File: src/rtl/i2c_bm_pkg.sv
package i2c_bm_pkg;
   localparam int BYTE_W   = 8;
   localparam int US_W     = 4;
   localparam int US_SHORT = 3;
   localparam int US_LONG  = 6;

   typedef enum logic [2:0] {
      OP_START = 3'd0,
      OP_STOP  = 3'd1,
      OP_WRITE = 3'd2,
      OP_READ  = 3'd3,
      OP_CLEAR = 3'd4
   } op_e;

   typedef enum logic [1:0] {
      PR_START,
      PR_STOP,
      PR_TX,
      PR_RX
   } prim_e;

   localparam logic [2:0] ERR_NONE     = 3'd0;
   localparam logic [2:0] ERR_SCL_LOW  = 3'd1;
   localparam logic [2:0] ERR_SDA_BIT  = 3'd2;
   localparam logic [2:0] ERR_NACK     = 3'd3;
   localparam logic [2:0] ERR_SDA_STOP = 3'd4;
endpackage

File: src/rtl/i2c_bm_sync.sv
module i2c_bm_sync #(
   parameter int WIDTH  = 2,
   parameter int STAGES = 2
) (
   input  logic             clk,
   input  logic             rst_n,
   input  logic [WIDTH-1:0] d,
   output logic [WIDTH-1:0] q
);
   if (STAGES < 2) begin : g_bad_stages
      $error("i2c_bm_sync: STAGES must be at least 2");
   end
   if (WIDTH < 1) begin : g_bad_width
      $error("i2c_bm_sync: WIDTH must be at least 1");
   end

   logic [WIDTH-1:0] chain [STAGES];

   for (genvar s = 0; s < STAGES; s++) begin : g_stage
      if (s == 0) begin : g_first
         always_ff @(posedge clk or negedge rst_n) begin
            if (!rst_n) chain[0] <= '1;
            else        chain[0] <= d;
         end
      end else begin : g_next
         always_ff @(posedge clk or negedge rst_n) begin
            if (!rst_n) chain[s] <= '1;
            else        chain[s] <= chain[s-1];
         end
      end
   end

   assign q = chain[STAGES-1];
endmodule

File: src/rtl/i2c_bm_delay.sv
module i2c_bm_delay #(
   parameter int CLKS_PER_US = 4,
   parameter int MAX_US      = 6,
   parameter int US_W        = 4
) (
   input  logic            clk,
   input  logic            rst_n,
   input  logic            load,
   input  logic [US_W-1:0] us,
   output logic            expired
);
   localparam int CW = $clog2(MAX_US * CLKS_PER_US + 16);

   if (CLKS_PER_US < 1) begin : g_bad_rate
      $error("i2c_bm_delay: CLKS_PER_US must be at least 1");
   end
   if (MAX_US >= (1 << US_W)) begin : g_bad_us
      $error("i2c_bm_delay: MAX_US does not fit in US_W bits");
   end

   logic [CW-1:0] cnt_q;
   logic [CW-1:0] ld_val;

   // a step that loads at cycle t is followed by the next step at t + us*CLKS_PER_US
   assign ld_val = CW'(us) * CW'(CLKS_PER_US) - CW'(2);

   always_ff @(posedge clk or negedge rst_n) begin
      if (!rst_n)             cnt_q <= '0;
      else if (load)          cnt_q <= ld_val;
      else if (cnt_q != '0)   cnt_q <= cnt_q - CW'(1);
   end

   assign expired = (cnt_q == '0);
endmodule

File: src/rtl/i2c_bm_err.sv
module i2c_bm_err (
   input  logic       clk,
   input  logic       rst_n,
   input  logic       clr,
   input  logic [2:0] code_in,
   output logic [2:0] code_q
);
   always_ff @(posedge clk or negedge rst_n) begin
      if (!rst_n)                                  code_q <= 3'd0;
      else if (clr)                                code_q <= 3'd0;
      else if (code_q == 3'd0 && code_in != 3'd0)  code_q <= code_in;
   end

   // once set, the code only leaves its value through a clear
   a_r9_first_code_kept: assert property (@(posedge clk) disable iff (!rst_n)
      (code_q != 3'd0 && !clr) |=> (code_q == $past(code_q)));
endmodule

File: src/rtl/i2c_bit_master.sv
module i2c_bit_master
   import i2c_bm_pkg::*;
#(
   parameter int CLKS_PER_US = 4,
   parameter int SYNC_STAGES = 2
) (
   input  logic              clk,
   input  logic              rst_n,
   input  logic              cmd_valid,
   input  logic [2:0]        cmd_op,
   input  logic [BYTE_W-1:0] cmd_wdata,
   input  logic              cmd_ack,
   output logic              busy,
   output logic              done,
   output logic [BYTE_W-1:0] rd_data,
   output logic              slave_ack,
   output logic [2:0]        err_code,
   output logic              scl_o,
   output logic              sda_o,
   input  logic              scl_i,
   input  logic              sda_i
);
   localparam int STEP_W = 3;
   localparam int BIT_W  = $clog2(BYTE_W + 1);

   if (CLKS_PER_US < 1) begin : g_bad_rate
      $error("i2c_bit_master: CLKS_PER_US must be at least 1");
   end

   typedef enum logic [1:0] {S_IDLE, S_RUN, S_WAIT, S_FIN} state_e;

   state_e              state_q;
   prim_e               prim_q;
   op_e                 op_q;
   logic [STEP_W-1:0]   step_q;
   logic [BIT_W-1:0]    bits_q;
   logic [BYTE_W-1:0]   shift_q;
   logic                ackv_q, last_q;
   logic                scl_q, sda_q;
   logic [BYTE_W-1:0]   rd_q;
   logic                sack_q, done_q;

   // line read-back
   logic [1:0] line_s;
   logic       scl_s, sda_s;

   i2c_bm_sync #(.WIDTH(2), .STAGES(SYNC_STAGES)) u_sync (
      .clk  (clk),
      .rst_n(rst_n),
      .d    ({scl_i, sda_i}),
      .q    (line_s)
   );
   assign scl_s = line_s[1];
   assign sda_s = line_s[0];

   // per-step action decode
   logic            n_scl, n_sda, a_last, a_smp;
   logic            c_scl, c_bit, c_stop, tx_bit;
   logic [US_W-1:0] w_us;

   assign tx_bit = (op_q == OP_WRITE) ? shift_q[BYTE_W-1] : ackv_q;

   always_comb begin
      n_scl  = scl_q;
      n_sda  = sda_q;
      w_us   = US_W'(US_SHORT);
      a_last = 1'b0;
      a_smp  = 1'b0;
      c_scl  = 1'b0;
      c_bit  = 1'b0;
      c_stop = 1'b0;
      unique case (prim_q)
         PR_START: begin
            case (step_q)
               3'd0:    n_sda = 1'b1;
               3'd1:    n_scl = 1'b1;
               3'd2:    begin c_scl = 1'b1; w_us = US_W'(US_LONG); end
               3'd3:    begin n_sda = 1'b0; w_us = US_W'(US_LONG); end
               default: begin n_scl = 1'b0; w_us = US_W'(US_LONG); a_last = 1'b1; end
            endcase
         end
         PR_STOP: begin
            case (step_q)
               3'd0:    n_sda = 1'b0;
               3'd1:    n_scl = 1'b1;
               3'd2:    begin c_scl = 1'b1; w_us = US_W'(US_LONG); end
               3'd3:    n_sda = 1'b1;
               default: begin c_stop = 1'b1; a_last = 1'b1; end
            endcase
         end
         PR_TX: begin
            case (step_q)
               3'd0:    begin n_sda = tx_bit; w_us = tx_bit ? US_W'(US_SHORT) : '0; end
               3'd1:    begin c_bit = tx_bit; w_us = US_W'(US_LONG); end
               3'd2:    n_scl = 1'b1;
               3'd3:    begin c_scl = 1'b1; w_us = US_W'(US_LONG); end
               default: begin n_scl = 1'b0; w_us = US_W'(US_LONG); a_last = 1'b1; end
            endcase
         end
         default: begin
            case (step_q)
               3'd0:    begin n_sda = 1'b1; w_us = US_W'(US_LONG); end
               3'd1:    n_scl = 1'b1;
               3'd2:    c_scl = 1'b1;
               default: begin a_smp = 1'b1; n_scl = 1'b0; w_us = US_W'(US_LONG); a_last = 1'b1; end
            endcase
         end
      endcase
   end

   // error reporting
   logic       in_run;
   logic [2:0] code_sel;
   logic       err_clr, accept;

   assign in_run = (state_q == S_RUN);
   assign accept = (state_q == S_IDLE) && cmd_valid && (cmd_op <= 3'(OP_CLEAR));

   always_comb begin
      code_sel = ERR_NONE;
      if (in_run) begin
         if (c_scl && !scl_s)                             code_sel = ERR_SCL_LOW;
         else if (c_bit && !sda_s)                        code_sel = ERR_SDA_BIT;
         else if (c_stop && !sda_s)                       code_sel = ERR_SDA_STOP;
         else if (a_smp && op_q == OP_WRITE && sda_s)     code_sel = ERR_NACK;
      end
   end

   assign err_clr = accept && (cmd_op == 3'(OP_CLEAR));

   i2c_bm_err u_err (
      .clk    (clk),
      .rst_n  (rst_n),
      .clr    (err_clr),
      .code_in(code_sel),
      .code_q (err_code)
   );

   // phase timer
   logic dly_load, dly_exp;
   assign dly_load = in_run && (w_us != '0);

   i2c_bm_delay #(.CLKS_PER_US(CLKS_PER_US), .MAX_US(US_LONG), .US_W(US_W)) u_delay (
      .clk    (clk),
      .rst_n  (rst_n),
      .load   (dly_load),
      .us     (w_us),
      .expired(dly_exp)
   );

   // sequencer
   always_ff @(posedge clk or negedge rst_n) begin
      if (!rst_n) begin
         state_q <= S_IDLE;
         prim_q  <= PR_START;
         op_q    <= OP_START;
         step_q  <= '0;
         bits_q  <= '0;
         shift_q <= '0;
         ackv_q  <= 1'b1;
         last_q  <= 1'b0;
         scl_q   <= 1'b1;
         sda_q   <= 1'b1;
         rd_q    <= '0;
         sack_q  <= 1'b0;
         done_q  <= 1'b0;
      end else begin
         done_q <= 1'b0;
         unique case (state_q)
            S_IDLE: begin
               if (accept) begin
                  op_q    <= op_e'(cmd_op);
                  shift_q <= cmd_wdata;
                  ackv_q  <= cmd_ack;
                  bits_q  <= '0;
                  step_q  <= '0;
                  last_q  <= 1'b0;
                  state_q <= S_RUN;
                  case (op_e'(cmd_op))
                     OP_START: prim_q  <= PR_START;
                     OP_STOP:  prim_q  <= PR_STOP;
                     OP_WRITE: prim_q  <= PR_TX;
                     OP_READ:  prim_q  <= PR_RX;
                     default:  state_q <= S_FIN;
                  endcase
               end
            end
            S_FIN: begin
               state_q <= S_IDLE;
               done_q  <= 1'b1;
            end
            S_RUN: begin
               scl_q  <= n_scl;
               sda_q  <= n_sda;
               step_q <= step_q + STEP_W'(1);
               if (a_smp) begin
                  if (op_q == OP_READ) shift_q <= {shift_q[BYTE_W-2:0], sda_s};
                  else                 sack_q  <= sda_s;
               end
               if (w_us != '0) begin
                  last_q  <= a_last;
                  state_q <= S_WAIT;
               end
            end
            default: begin
               if (dly_exp) begin
                  state_q <= S_RUN;
                  if (last_q) begin
                     last_q <= 1'b0;
                     step_q <= '0;
                     case (prim_q)
                        PR_TX: begin
                           if (op_q == OP_WRITE) begin
                              shift_q <= {shift_q[BYTE_W-2:0], 1'b0};
                              bits_q  <= bits_q + BIT_W'(1);
                              if (bits_q == BIT_W'(BYTE_W - 1)) prim_q <= PR_RX;
                           end else begin
                              rd_q    <= shift_q;
                              state_q <= S_IDLE;
                              done_q  <= 1'b1;
                           end
                        end
                        PR_RX: begin
                           if (op_q == OP_READ) begin
                              bits_q <= bits_q + BIT_W'(1);
                              if (bits_q == BIT_W'(BYTE_W - 1)) prim_q <= PR_TX;
                           end else begin
                              state_q <= S_IDLE;
                              done_q  <= 1'b1;
                           end
                        end
                        default: begin
                           state_q <= S_IDLE;
                           done_q  <= 1'b1;
                        end
                     endcase
                  end
               end
            end
         endcase
      end
   end

   assign busy      = (state_q != S_IDLE);
   assign done      = done_q;
   assign rd_data   = rd_q;
   assign slave_ack = sack_q;
   assign scl_o     = scl_q;
   assign sda_o     = sda_q;

   // end-of-command pulse is a single cycle
   a_r10_done_single: assert property (@(posedge clk) disable iff (!rst_n)
      done |=> !done);

   // the pulse marks the first idle cycle after a busy stretch
   a_r10_done_after_busy: assert property (@(posedge clk) disable iff (!rst_n)
      done |-> (!busy && $past(busy)));

   // the two line controls never move together
   a_r11_lines_move_apart: assert property (@(posedge clk) disable iff (!rst_n)
      !$stable(scl_q) |-> $stable(sda_q));

   // nothing moves on the bus while idle
   a_r10_idle_lines_quiet: assert property (@(posedge clk) disable iff (!rst_n)
      ($past(!busy) && !busy) |-> ($stable(scl_q) && $stable(sda_q)));
endmodule

File: config.mk
export PLATFORM = sky130hd
export DESIGN_NAME = i2c_bit_master
export DESIGN_NICKNAME = d
export VERILOG_FILES = /design/src/rtl/i2c_bm_pkg.sv /design/src/rtl/i2c_bm_sync.sv /design/src/rtl/i2c_bm_delay.sv /design/src/rtl/i2c_bm_err.sv /design/src/rtl/i2c_bit_master.sv
export SDC_FILE = /design/constraint.sdc
export NUM_CORES = 1
export LEC_CHECK = 0
export BUFFER_PORTS_ARGS = -buffer_cell sky130_fd_sc_hd__buf_2
export CAP_MARGIN = 20
export CORE_MARGIN = 2
export CORE_UTILIZATION = 40
export CTS_BUF_LIST = sky130_fd_sc_hd__clkbuf_4
export CTS_CLUSTER_SIZE = 28
export DETAILED_ROUTE_END_ITERATION = 10
export GPL_TIMING_DRIVEN = 0
export PLACE_DENSITY = 0.64
export SYNTH_ARGS = -nofsm -noshare
export SYNTH_HDL_FRONTEND = slang
export SYNTH_SLANG_ARGS = --single-unit
File: constraint.sdc
create_clock -name clk -period 3.1 [get_ports clk]
set_input_delay 0.155 -clock clk [delete_from_list [all_inputs] [get_ports clk]]
set_output_delay 0.155 -clock clk [all_outputs]
set_load 0.05 [all_outputs]
Word level (Yosys, flattened, before mapping)
Index checks and enable logic that the tools add are counted.

Register bits after elaboration: 49. Input port bits: 17. Output and inout bits: 16. Word-level logic and storage cells: 198.

$add $sub $neg: 4. Magnitude comparators: 1. Eq/ne operators: 31. Mux-type cells: 84. Bitwise operators: 5. Reductions and logical operators: 56.

Operator list (number): 8-bit 2-to-1 mux (7); 3-bit 2-to-1 mux (12); 2-bit 2-to-1 mux (14); 8-bit one-hot mux with 3 select lines (1); 1-bit 2-to-1 mux (23); 3-bit nonzero test (7); 4-bit 2-to-1 mux (5); 3-bit by 2-bit == test with 1-bit output, second input constant (6); 4-bit one-hot mux with 2 select lines (2); 5-bit AND reduction (3); 3-bit OR reduction (5); 1-bit one-hot mux with 2 select lines (7); 6-bit 2-to-1 mux (2); 3-bit != test, second input constant (4); 2-bit one-hot mux with 2 select lines (3); 4-bit one-hot mux with 3 select lines (1); 1-bit logical AND (10); 2-bit != test, second input constant (5); 10-bit AND reduction (1); 2-bit nonzero test (5); 2-bit OR reduction (5); 3-bit zero test (3); 1-bit one-hot mux with 3 select lines (3); 3-bit one-hot mux with 3 select lines (1); other kinds (29) (46).

Longest topological paths before layout
Depth in word-level cells: 15. Depth in mapped cells: 11. Mapped depth without buffers: 10.

Cells and area by module
From an unflattened synthesis, not the netlist that was laid out.

Cell total of the unflattened synthesis: 309. Area total of the unflattened synthesis: 2991.6 um^2.

Modules (own cells, without submodules): i2c_bit_master (instances 1, cells an instance 251, area each 2348.5 um^2, seq. area each 904.6 um^2); i2c_bm_delay (instances 1, cells an instance 40, area each 395.4 um^2, seq. area each 150.1 um^2); i2c_bm_err (instances 1, cells an instance 12, area each 127.6 um^2, seq. area each 75.1 um^2); i2c_bm_sync (instances 1, cells an instance 6, area each 120.1 um^2, seq. area each 105.1 um^2).

Worst setup path after synthesis
No wires, ideal clock.

Kind: reg2reg. Start: register op_q[0]. End: register u_delay.cnt_q[2]. Library setup time: 0.125 ns. Arrival: 2.423 ns. Required time: 2.975 ns. Setup slack: 0.552 ns. Cell stages (with the launch flop): 10. Buffers on the path: 1. Period minus slack after synthesis: 2.548 ns. Cell sequence: dfrtp_1 nor3b_2 mux2i_1 a31oi_1 nor4_1 ha_1 ha_1 nand2b_1 clkbuf_1 mux2_2.

Cells in the longest elaborated chain, start to end: 8. Elaborated cells between the ends (all ways): 10. Those cells by class: 1 x add/sub; 1 x eq/ne; 5 x mux; 3 x reduce/logical.

Ends and longest elaborated chain: start, declared (line i2c_bit_master.sv:34) `op_e op_q;`; start signal, assigned (line i2c_bit_master.sv:172) `op_q <= op_e'(cmd_op);`; 3-bit by 2-bit == test with 1-bit output (*) (line i2c_bit_master.sv:61) `assign tx_bit = (op_q == OP_WRITE) ? shift_q[BYTE_W-1] : ackv_q;`; 1-bit 2-to-1 mux (*) (line i2c_bit_master.sv:61); 2-bit 2-to-1 mux (*) (line i2c_bit_master.sv:93) `3'd0: begin n_sda = tx_bit; w_us = tx_bit ? US_W'(US_SHORT) : '0; end`; 3-bit one-hot mux with 2 select lines (*) (line i2c_bit_master.sv:92) `case (step_q)`; 4-bit one-hot mux with 3 select lines (*) (line i2c_bit_master.sv:72) `unique case (prim_q)`; branches (longest 3 deep; another with 6-bit by 2-bit subtractor with 6-bit output); end signal, assigned (line i2c_bm_delay.sv:29) `else if (load) cnt_q <= ld_val;`; end signal, assigned (line i2c_bm_delay.sv:30) `else if (cnt_q != '0) cnt_q <= cnt_q - CW'(1);`; end, declared (line i2c_bm_delay.sv:21) `logic [CW-1:0] cnt_q;`.

Mark *: on every way between the ends. A chain may end at the register's enable or synchronous reset.

Worst setup path in the final report
Ends and elaborated chain as after synthesis.

==> impl_metrics.toml <==
[clock_network]
cts_sinks = 49
post_cts.repair.setup_buffers = 0
cts_buffer_depth = 2
ctsHtreeMaxLevel = 2
cts_buffers = 5
worstSkewPairLatency_ns = 0.38
path_clk_slew_ns = 0.16
cts-root-buf = "clkbuf_4"
cts_tree = "yes"

[final_layout]
drive_gt1_share_pct = 26.07
final_cell_area_um2 = 3331
synthToLayoutAreaGrowth_pct = 15.14
final_cells = 425
diodes = 0
final_nets = 360
fin_util_pct = 46.67

[pwr]
internal_power_mw = 1.866
pwr-share-seq_pct = 32.1
ir_worst_vdd_v = 0.0004276
powerDensity_nw_per_um2 = 1026
clkPwrFrac_pct = 11.5
power_mw = 3.417
p_switching_mw = 1.550
p_leak_nw = 1.519
p_comb_share_pct = 56.4
swShare_pct = 45.38

[synth]
syn_area_um2 = 2893
ys.flop_type = "dfrtp_1"
ys_seq_area_share_pct = 42.69
synth_seq_cells = 49
yosysWarnings = 0
synthesis.nets = 317
async_flop_share_pct = 100.0
synth_edf_count = 0
synth_cell_types = 52
synth.most_common_cell = "dfrtp_1"
yosysTopAreaCellShare_pct = 36.33
ys_top_cells_by_area = "dfrtp_1, ha_1, mux2_2"
yosysTopAreaCell = "dfrtp_1"
postSynthAreaPerCell_um2 = 10.26
synth_common_cells = "dfrtp_1, nand2_1, o21ai_0"
synth_cells = 282

[sta]
fin_ws_ns = 0.2430
slew_viol_final = 0
period_minus_slack_ns = 2.857
finalHoldViolations = 0
finalSetupTns_ns = 0
slew_headroom_pct = 56.28
fin_worst_skew_ns = 0.02108
worstMarginPinSlew_ns = 0.6551
hold_slack_ns = 0.06862
rsz0062_at_grt = "no"
finalCritPeriodShare_pct = 92.16
setup_violations = 0
fmax_mhz = 350.0

[routing]
via_per_inst = 5.381
ant_nets = 0
wl_mm = 6.439
avgRoutedWirePerCell_um = 15.15
vias = 2287
drt_first_pass_iters = 4
drc = 0
drt-initial-drc-count = 96

[job]
cap_violations = 0

[critical_path]
worst_ep_arrival_time_ns = 3.15
rr_startpoint = "op_q[0]$_DFFE_PN0P_"
critPathKind = "reg2reg"
cp-startpoint = "op_q[0]$_DFFE_PN0P_"
worst_ep_required_time_ns = 3.39
worstSetupStartpointType = "register"
cp-end-kind = "register"
crit_fanout = 8

[place]
pre_cts_ws_ns = -0.09326
gp_congestion = 0.8532
placed_cells = 414
placed_area_um2 = 3197
port_buffers = 32
hpwlAfterDp_mm = 4.822

[grt]
grt_pass1_wl_mm = 10.78
antenna_found_initial = 0
grt_max_degree = 36
overflow = 0
grt_usage_pct = 17.48
grt_pass1_vias = 2284

[die]
die_h_um = 89.04
io-pin-count = 33
initial_utilization_pct = 40.53
die_x_um = 89.04
dieArea_um2 = 7928
coreArea_um2 = 7137
num_rows = 31

[min_path]
hp-class = "in2reg"
worstHoldStart = "cmd_op[1]"

[status]
outcome = "finished clean"
## layout make-up
class,instances,area [µm²]
well taps,99,123.9
repair buffers,37,220.2
clock buffers,5,37.54
plain buffers,11,66.31
inverters,17,63.81
flip-flops and latches,49,1235
clock inverters,3,43.79
multi-input cells,204,1540
fillers,709,3806
## final timing paths
kind                                                      to  slack (ns)  cells past startpoint
worst max-delay path            u_delay.cnt_q[2]$_DFFE_PN0P_        0.24                      8
worst min-delay path                     op_q[1]$_DFFE_PN0P_        0.07                      2
worst max register to register  u_delay.cnt_q[2]$_DFFE_PN0P_        0.24                      8
worst min register to register         u_sync.q[0]$_DFF_PN1_        0.37                      0
max in group asynchronous                 ackv_q$_DFFE_PN1P_        2.32                      3
min in group asynchronous       u_delay.cnt_q[2]$_DFFE_PN0P_        0.21                      2
## critical path, stage by stage (launching register included)
cell,delay [ns]
dfrtp_1,0.50
nor3b_4,0.34
mux2i_2,0.40
a31oi_1,0.17
nor4_2,0.22
ha_1,0.21
ha_1,0.25
nand2b_1,0.31
mux2_2,0.37
## registers in the layout, summed over array words and instances, names as in the netlist, 2 cells and up
name / cells
bits_q: 4
op_q: 3
prim_q: 2
rd_data: 8
shift_q: 8
state_q: 2
step_q: 3
u_delay.cnt_q: 6
u_err.code_q: 3
u_sync.chain: 2
u_sync.q: 2
## per-layer routing
metal  GRT usage (%)  vias to the layer above  part of all wire, %
met5               0                        -                    0
met4           5.970                        0                  1.9
met3           3.693                       12                  4.8
met2           28.29                       61                   47
met1           23.42                     1103                   46
li1                -                     1111                    -
## power groups by stage
stage	sequential, mW	combinational [mW]	clock, mW
3_5_place_dp	1.10	1.91	0
4_1_cts	1.10	1.93	0.411
2_1_floorplan	1.19	1.36	0
6_report	1.10	1.93	0.393
3_3_place_gp	1.10	1.86	0
5_1_grt	1.13	2.14	0.432
## cell usage in the layout, fill, tap and decap left out, drive strengths merged, types with 2 or more instances in the layout
cell / Yosys / final
dfrtp: 42 / 42
buf: 5 / 38
mux2: 26 / 26
o21ai: 19 / 19
nand2: 19 / 19
ha: 18 / 18
inv: 17 / 18
nor2: 16 / 16
a21oi: 13 / 13
clkbuf: 7 / 11
a22o: 9 / 9
nand3: 8 / 8
dfstp: 7 / 7
nor3: 7 / 7
a31oi: 6 / 6
nor3b: 6 / 6
nand2b: 5 / 5
o211ai: 4 / 4
or3: 4 / 4
o21a: 4 / 4
dlygate4sd3: 0 / 4
nor2b: 3 / 3
nand4: 3 / 3
or4: 3 / 3
nor4: 3 / 3
mux2i: 3 / 3
a211oi: 2 / 2
or2: 2 / 2
xnor2: 2 / 2
a22oi: 2 / 2
or3b: 2 / 2
a221oi: 2 / 2
## cell families (layout without fill, tap and decap cells)
kind of cell    count (synthesis)  after routing  synth area share (%)
compound gates                 69             69                 15.96
buf+inv                        29             73                 4.628
xor+xnor                        2              2                0.6056
simple gates                   86             86                 17.17
fa+ha+maj                      18             18                 7.786
mux                            29             29                 11.16
flops                          49             49                 42.69
## what timing repair did
| item | in CTS | in global routing |
|---|---|---|
| gates resized for setup | 2 | 1 |
| endpoints found under the setup margin | 2 | 4 |
| hold buffers | 4 | 0 |
| endpoints found under the hold margin | 17 | 0 |
No activity file was read; power rests on OpenSTA's default activity.
